<file path="config.mk">
export PLATFORM = sky130hd
export DESIGN_NAME = bus_cycle_timer
export DESIGN_NICKNAME = d
export VERILOG_FILES = /design/src/rtl/cyc_timer_pkg.sv /design/src/rtl/cyc_field_counter.sv /design/src/rtl/cyc_tick_linear.sv /design/src/rtl/bus_cycle_timer.sv
export SDC_FILE = /design/constraint.sdc
export NUM_CORES = 1
export LEC_CHECK = 0
export BUFFER_PORTS_ARGS = -buffer_cell sky130_fd_sc_hd__buf_2
export CORE_ASPECT_RATIO = 1.75
export CORE_UTILIZATION = 61
export CTS_CLUSTER_DIAMETER = 30
export CTS_CLUSTER_SIZE = 28
export DETAILED_ROUTE_END_ITERATION = 16
export GPL_TIMING_DRIVEN = 0
export PLACE_DENSITY = 0.92
export RECOVER_POWER = 50
export SETUP_SLACK_MARGIN = 0.1
export SYNTH_ARGS = -nofsm -noshare
export SYNTH_HDL_FRONTEND = slang
export SYNTH_HIERARCHICAL = 1
export SYNTH_SLANG_ARGS = --single-unit
</file>
<file path="constraint.sdc">
create_clock -name clk -period 11.76 [get_ports clk]
set_input_delay 2.94 -clock clk [delete_from_list [all_inputs] [get_ports clk]]
set_output_delay 2.94 -clock clk [all_outputs]
set_load 0.1 [all_outputs]
</file>
<file path="src/rtl/cyc_timer_pkg.sv">
package cyc_timer_pkg;
  localparam int OFFSET_W     = 12;
  localparam int COUNT_W      = 13;
  localparam int SEC_W        = 7;
  localparam int OFFSET_LIMIT = 3072;
  localparam int COUNT_LIMIT  = 8000;
  localparam int SEC_LIMIT    = 128;
  localparam int TIMER_W      = OFFSET_W + COUNT_W + SEC_W;
endpackage

</file>
<file path="src/rtl/cyc_field_counter.sv">
// One radix digit of the timer: counts when stepped, wraps at LIMIT-1 or above.
module cyc_field_counter #(
  parameter int WIDTH = 12,
  parameter int LIMIT = 3072
) (
  input  logic             clk,
  input  logic             rst_n,
  input  logic             step,
  input  logic             ld,
  input  logic [WIDTH-1:0] ld_val,
  output logic [WIDTH-1:0] value,
  output logic             wrap
);
  localparam logic [WIDTH-1:0] LAST = WIDTH'(LIMIT - 1);

  logic at_last;
  assign at_last = (value >= LAST);
  assign wrap    = step && at_last;

  always_ff @(posedge clk) begin
    if (!rst_n)      value <= '0;
    else if (ld)     value <= ld_val;
    else if (wrap)   value <= '0;
    else if (step)   value <= value + WIDTH'(1);
  end

  AST_DIGIT_WRAPS_TO_ZERO: assert property (@(posedge clk) disable iff (!rst_n)
    (step && !ld && (value >= LAST)) |=> (value == '0));
  AST_DIGIT_STEPS_ONE: assert property (@(posedge clk) disable iff (!rst_n)
    (step && !ld && (value < LAST)) |=> (value == $past(value) + WIDTH'(1)));
endmodule

</file>
<file path="src/rtl/cyc_tick_linear.sv">
// Converts the mixed-radix fields into a single linear tick count.
module cyc_tick_linear #(
  parameter int OFFSET_W     = 12,
  parameter int COUNT_W      = 13,
  parameter int SEC_W        = 7,
  parameter int OFFSET_LIMIT = 3072,
  parameter int COUNT_LIMIT  = 8000,
  parameter int OUT_W        = 32
) (
  input  logic [OFFSET_W-1:0] offset,
  input  logic [COUNT_W-1:0]  count,
  input  logic [SEC_W-1:0]    secs,
  output logic [OUT_W-1:0]    ticks
);
  localparam logic [OUT_W-1:0] CYCLE_TICKS = OUT_W'(OFFSET_LIMIT);
  localparam logic [OUT_W-1:0] SEC_TICKS   = OUT_W'(64'(OFFSET_LIMIT) * 64'(COUNT_LIMIT));

  logic [OUT_W-1:0] part_cyc, part_sec;
  assign part_cyc = OUT_W'(count) * CYCLE_TICKS;
  assign part_sec = OUT_W'(secs) * SEC_TICKS;
  assign ticks    = OUT_W'(offset) + part_cyc + part_sec;
endmodule

</file>
<file path="src/rtl/bus_cycle_timer.sv">
module bus_cycle_timer
  import cyc_timer_pkg::*;
#(
  parameter int OFF_W   = OFFSET_W,
  parameter int CNT_W   = COUNT_W,
  parameter int SECS_W  = SEC_W,
  parameter int OFF_LIM = OFFSET_LIMIT,
  parameter int CNT_LIM = COUNT_LIMIT,
  parameter int SEC_LIM = SEC_LIMIT,
  localparam int TW     = OFF_W + CNT_W + SECS_W
) (
  input  logic          clk,
  input  logic          rst_n,
  input  logic          tick_en,
  input  logic          load_en,
  input  logic [TW-1:0] load_value,
  output logic [TW-1:0] timer_value,
  output logic [TW-1:0] linear_ticks,
  output logic          cycle_start,
  output logic          sec64_pulse
);
  localparam int CNT_LSB = OFF_W;
  localparam int SEC_LSB = OFF_W + CNT_W;

  logic              tick;
  logic [OFF_W-1:0]  off_val;
  logic [CNT_W-1:0]  cnt_val;
  logic [SECS_W-1:0] sec_val;
  logic              off_wrap, cnt_wrap, sec_wrap;
  logic              top_flip;

  assign tick = tick_en && !load_en;

  cyc_field_counter #(.WIDTH(OFF_W), .LIMIT(OFF_LIM)) u_offset (
    .clk(clk), .rst_n(rst_n), .step(tick), .ld(load_en),
    .ld_val(load_value[CNT_LSB-1:0]), .value(off_val), .wrap(off_wrap));

  cyc_field_counter #(.WIDTH(CNT_W), .LIMIT(CNT_LIM)) u_cycle (
    .clk(clk), .rst_n(rst_n), .step(off_wrap), .ld(load_en),
    .ld_val(load_value[SEC_LSB-1:CNT_LSB]), .value(cnt_val), .wrap(cnt_wrap));

  cyc_field_counter #(.WIDTH(SECS_W), .LIMIT(SEC_LIM)) u_secs (
    .clk(clk), .rst_n(rst_n), .step(cnt_wrap), .ld(load_en),
    .ld_val(load_value[TW-1:SEC_LSB]), .value(sec_val), .wrap(sec_wrap));

  // The top bit of the seconds flips whenever all lower second bits are ones.
  assign top_flip = cnt_wrap && (&sec_val[SECS_W-2:0]);

  always_ff @(posedge clk) begin
    if (!rst_n) begin
      cycle_start <= 1'b0;
      sec64_pulse <= 1'b0;
    end else begin
      cycle_start <= off_wrap;
      sec64_pulse <= top_flip;
    end
  end

  assign timer_value = {sec_val, cnt_val, off_val};

  cyc_tick_linear #(
    .OFFSET_W(OFF_W), .COUNT_W(CNT_W), .SEC_W(SECS_W),
    .OFFSET_LIMIT(OFF_LIM), .COUNT_LIMIT(CNT_LIM), .OUT_W(TW)
  ) u_linear (
    .offset(off_val), .count(cnt_val), .secs(sec_val), .ticks(linear_ticks));

  AST_LOAD_WINS: assert property (@(posedge clk) disable iff (!rst_n)
    load_en |=> (timer_value == $past(load_value)));
  AST_LOAD_NO_STROBE: assert property (@(posedge clk) disable iff (!rst_n)
    load_en |=> (!cycle_start && !sec64_pulse));
  AST_IDLE_HOLDS: assert property (@(posedge clk) disable iff (!rst_n)
    (!load_en && !tick_en) |=> $stable(timer_value));
  AST_CYCSTART_AT_ZERO: assert property (@(posedge clk) disable iff (!rst_n)
    cycle_start |-> (timer_value[OFF_W-1:0] == '0));
  AST_SEC64_TOGGLED: assert property (@(posedge clk) disable iff (!rst_n)
    sec64_pulse |-> (timer_value[TW-1] != $past(timer_value[TW-1])));
  AST_SEC_WRAP_CLEARS: assert property (@(posedge clk) disable iff (!rst_n)
    (sec_wrap && !load_en) |=> (timer_value == '0));
endmodule

</file>
[After elaboration in Yosys (flattened, before gate mapping)]
Cells that the tools add are included.
Storage, ports and cells
  register bits: 34
  bits in latches: 0
  bits in writable memories: 0
  memory bits (read-only): 0
  input bits: 36
  output and inout port bits: 66
  word-level logic and storage cells: 34
  memories kept: 0
Operators by class
  add/sub/neg operators: 5
  $mul: 2
  div/mod/pow operators: 0
  magnitude comparators: 3
  eq/ne operators: 0
  shift-type cells: 0
  muxes and demuxes: 9
  bitwise operators: 0
  reduce and logical (&&, ||, !) cells: 10
Operator list (number)
  $mux 13: 3
  $mux 12: 3
  $add 32x32->32: 1
  $add 12x25->26: 1
  $mux 7: 3
  $mul 7x9->16 const B: 1
  $mul 13x2->15 const B: 1
  $add 13x1->13 const B: 1
  $ge 13x13->1 const B: 1
  $add 12x1->12 const B: 1
  $ge 12x12->1 const B: 1
  $reduce_bool 3->1: 3
  $add 7x1->7 const B: 1
  $ge 7x7->1 const B: 1
  $reduce_and 6->1: 1
  $logic_and 1x1->1: 5
  $logic_not 1->1: 1

[Depth between registers and ports, before layout]
  depth in word-level cells: 7
  gate-level depth with buffers: 19
  gate-level depth less buffers: 19

[By module]
The synthesis kept the hierarchy.
Modules (own cells, without submodules)
  cyc_tick_linear: instances 1, cells an instance 297, area an instance 2551.2 µm², sequential area each 0.0 µm²
  cyc_field_counter at u_cycle: instances 1, cells an instance 120, area an instance 895.9 µm², sequential area each 260.2 µm²
  cyc_field_counter at u_offset: instances 1, cells an instance 108, area an instance 825.8 µm², sequential area each 240.2 µm²
  cyc_field_counter at u_secs: instances 1, cells an instance 49, area an instance 402.9 µm², sequential area each 140.1 µm²
  bus_cycle_timer: instances 1, cells an instance 7, area an instance 70.1 µm², sequential area each 40.0 µm²

[Worst setup path after synthesis]
No wires, ideal clock.
  path type: register to output
  start: register u_secs.value[5]
  end: output linear_ticks[28]
  arrival time: 6823 ps
  data required time: 8820 ps
  setup slack: 1997 ps
  stages on the path, launching flop included: 20
  path buffers: 0
  cells stage by stage: dfxtp_1 -> inv_1 -> fa_1 -> fa_1 -> inv_1 -> fa_1 -> inv_1 -> fa_1 -> inv_1 -> ha_1 -> nor4bb_1 -> o21ai_0 -> nor2b_1 -> xnor2_1 -> ha_1 -> o21a_1 -> nor2_1 -> a31oi_1 -> nand3_1 -> xnor2_1
On the way
  word-level cells in the longest chain between the ends: 2
RTL lines
  from (decl): RTL line cyc_field_counter.sv:11  | output logic [WIDTH-1:0] value,
  from (signal assigned): RTL line cyc_field_counter.sv:22  | else if (ld) value <= ld_val;
  from (signal assigned): RTL line cyc_field_counter.sv:24  | else if (step) value <= value + WIDTH'(1);
  $mul 7x9->16: RTL line cyc_tick_linear.sv:20  | assign part_sec = OUT_W'(secs) * SEC_TICKS;
  $add 32x32->32: RTL line cyc_tick_linear.sv:21  | assign ticks = OUT_W'(offset) + part_cyc + part_sec;
  to (decl): RTL line bus_cycle_timer.sv:18  | output logic [TW-1:0] linear_ticks,
No other way between the ends.

[Worst setup path in the final report]
  start: register u_secs.value[5]
  end: output linear_ticks[30]
The elaborated chain is that of the path after synthesis.

==> flow_summary.ini <==
[cells_and_area]
syn_to_final_growth_pct = 14.9
nets = 808
regArea_sq_um = 681
drive_gt1_share_pct = 14.2
multi_input_area_sq_um = 3720
fin_util_pct = 72.1
diodes = 0
fillers = 581

[route]
first_pass_iters = 5
via_per_inst = 6.20
first_iter_violations = 235
via_count = 4825
totalWireLength_um = 12400
postRouteAntennaNets = 0
drc = 0
wl_per_cell_um = 15.9

[synthesis]
synth_fa_ha_area_share_pct = 25.2
synth_compound_area_share_pct = 23.6
syn_nets = 700
yosysWarningCount = 6
async_reset_ff_share_pct = 0
ys_types = 74
synthXorXnorAreaFrac_pct = 10.2
synth_edf_count = 0
avgSynthCellArea_sq_um = 8.17
synthFlopType = dfxtp_1
yosysSeqAreaShare_pct = 14.3
netlist_instances = 581
synth_seq_cells = 34
muxShareOfSynthArea_pct = 0
synthesis.area_sq_um = 4750
synth_top_family_by_area = adder cells
synth_simple_gate_area_share_pct = 19.4

[power_and_ir_drop]
pwr-share-clk_pct = 13.4
p_comb_share_pct = 72.9
p_leak_nw = 2.50
power_density_nw_per_um2 = 186
seqPwrFrac_pct = 13.7
vdd_drop_max_mv = 0.158
power_mw = 1.02
switchingPower_mw = 0.643
internal_power_mw = 0.373
switching_share_pct = 63.3

[job]
drv_cap = 0

[clock_network]
clock_latency_ns = 0.29
numCtsBuffers = 5
cts.path.max_buffers = 2
post_cts_buffers = 0
clock_sinks = 34
cts_tree = yes
path_clk_slew_ns = 0.05
root_buffer = clkbuf_16
htree_levels = 2
cts_hold_buf = 0
post_cts_resized = 0

[grt]
grt_overflow = 0
grt_max_degree = 23
grt_pass1_wl_um = 19600
antenna_found_initial = 0
grtUsageTotal_pct = 30.8
grt_pass1_vias = 4729

[floorplan]
die_x_um = 68.7
die_area_sq_um = 8150
core_sq_um = 7570
ios = 102
rows = 42
start_util_pct = 62.7
die_h_um = 119

[worst_setup_path]
startpoint_type = flop
worstPathArrival_ns = 6.00
cp_slowest_cell = fa_1
worstPathRequired_ns = 8.82
cp-end-kind = output port
worstSetupPathType = reg2out
cp_max_fo = 11
crit_chain = inv_1, fa_1, fa_1, inv_1, fa_1, inv_1, fa_1, inv_1, ha_1, nor4bb_1, o21ai_0, nor2b_1, xnor2_1, ha_1, o21a_1, nor2_1, a31oi_1, nand3_1, xnor2_1, buf_2
crit_buf_inv = 5
critPathMaxStageDelay_ns = 0.57
cp_top_family = adder cells

[timing]
post-route-period-util_pct = 76.0
tns_ns = 0
worst_pin_slew_ns = 1.21
whs_ns = 0.608
clock_skew_ns = 0.00537
period_needed_ns = 8.94
fmax_mhz = 112
grt_setup_unrepaired = false
slew-limit-headroom_pct = 19.5
drv_slew = 0
final_hold_viol_count = 0
setup_viol = 0

[hold_path]
worstHoldPathType = reg2reg

[placed_design]
port_buffers = 101
place.detailed.hpwl_um = 9810
gp_congestion = 0.885

[outcome]
outcome = completed
## cells in the final DEF, fill, tap and decap left out, types with 5 or more instances in the layout
| cell | n |
|---|---|
| fa_1 | 21 |
| nor3_1 | 9 |
| nor2b_1 | 6 |
| a22o_1 | 5 |
| o21a_1 | 15 |
| a31oi_1 | 7 |
| dfxtp_1 | 34 |
| xor2_1 | 20 |
| ha_1 | 62 |
| nand4_1 | 9 |
| clkbuf_1 | 56 |
| buf_4 | 10 |
| inv_1 | 58 |
| nand2b_1 | 5 |
| xnor2_1 | 35 |
| o21ai_0 | 38 |
| or3_1 | 12 |
| buf_2 | 56 |
| a21oi_1 | 35 |
| a21o_1 | 10 |
| nand2_1 | 40 |
| and3_1 | 10 |
| clkbuf_16 | 5 |
| nand3_1 | 19 |
| o31ai_1 | 6 |
| nor2_1 | 26 |
| o21bai_1 | 5 |
## synth_stat cells, drive strengths merged, types with 5 or more instances
cell	n	share of area (%)
xor2	20	3.7
o21a	15	2.4
or3	12	1.6
a31oi	8	1.4
o31ai	6	0.95
nor2	27	2.2
xnor2	35	6.5
and2	7	1.0
nand2	40	3.2
clkbuf	9	0.71
and3	12	1.6
nor2b	6	0.79
o21ai	40	4.2
nor4	6	1.5
nand2b	6	0.95
buf	13	2.0
o21bai	5	0.79
a211oi	5	1.0
a21oi	36	3.9
dfxtp	34	14
inv	58	4.6
a21o	11	1.8
a22o	5	0.92
fa	21	8.9
ha	62	16
nor3	9	0.95
nand3	19	2.0
nand4	11	1.9
## worst reg2reg max path, delay by kind of cell, from the launching register on
family                     cells  cell delay, ns
and+or+nand+nor                6            1.57
AOI/OAI and AO/OA              3            0.97
DFF                            1            0.45
adders and majority gates      1            0.26
## path summary, 6_finish.rpt
check	start	end	slack, ns	depth (start not counted)
worst max-delay path	u_secs/value[5]	linear_ticks[30]	2.82	20
worst min-delay path	u_offset/value[2]	u_offset/value[2]	0.61	2
worst max register to register	u_offset/value[0]	u_secs/value[0]	8.40	10
worst min register to register	u_offset/value[2]	u_offset/value[2]	0.61	2
## power by group through the flow
| stage | Combinational, mW | Clock [mW] | Sequential, mW |
|---|---|---|---|
| 3_5_place_dp | 0.743 | 0 | 0.141 |
| 2_1_floorplan | 0.590 | 0 | 0.184 |
| 4_1_cts | 0.745 | 0.138 | 0.139 |
| 3_3_place_gp | 0.726 | 0 | 0.141 |
| 6_report | 0.741 | 0.136 | 0.139 |
| 5_1_grt | 0.792 | 0.141 | 0.141 |
## flip-flops by register name, summed over array words and instances (netlist names)
register	cells
u_offset/value	12
u_secs/value	7
sec64_pulse	1
cycle_start	1
u_cycle/value	13
## logic make-up after synthesis
| family | count (synthesis) |
|---|---|
| and+or+nand+nor | 165 |
| AOI/OAI and AO/OA | 164 |
| adders and majority gates | 83 |
| buffers and inverters | 80 |
| xor gates and xnor gates | 55 |
| DFF | 34 |
## layer usage
layer / vias up / routed length, um / share of wire [%] / GRT usage, %
li1: 2289 / - / - / -
met1: 2309 / 4610 / 37 / 30.9
met2: 185 / 6830 / 55 / 57.3
met3: 42 / 519 / 4.2 / 3.28
met4: 0 / 406 / 3.3 / 17.2
met5: - / 0 / 0 / 0
## per-stage QoR
step                      worst slack (ns)  instance area [sq um]  cells
after floorplan                       2.00                   4750    581
after global placement                3.24                   5360    770
after detailed placement              3.05                   5360    770
after CTS                             2.75                   5510    778
after global routing                  2.36                   5450    778
final                                 2.82                   5450    778
## layout make-up
type	instances	area share, %
timing repair buffer	101	8.21
multi-input combinational	467	68.2
buffer	22	2.36
sequential	34	12.5
clock buffer	6	2.55
tap	88	2.02
inverter	58	3.99
clock inverter	2	0.229
(Power assumes the default switching activity.)
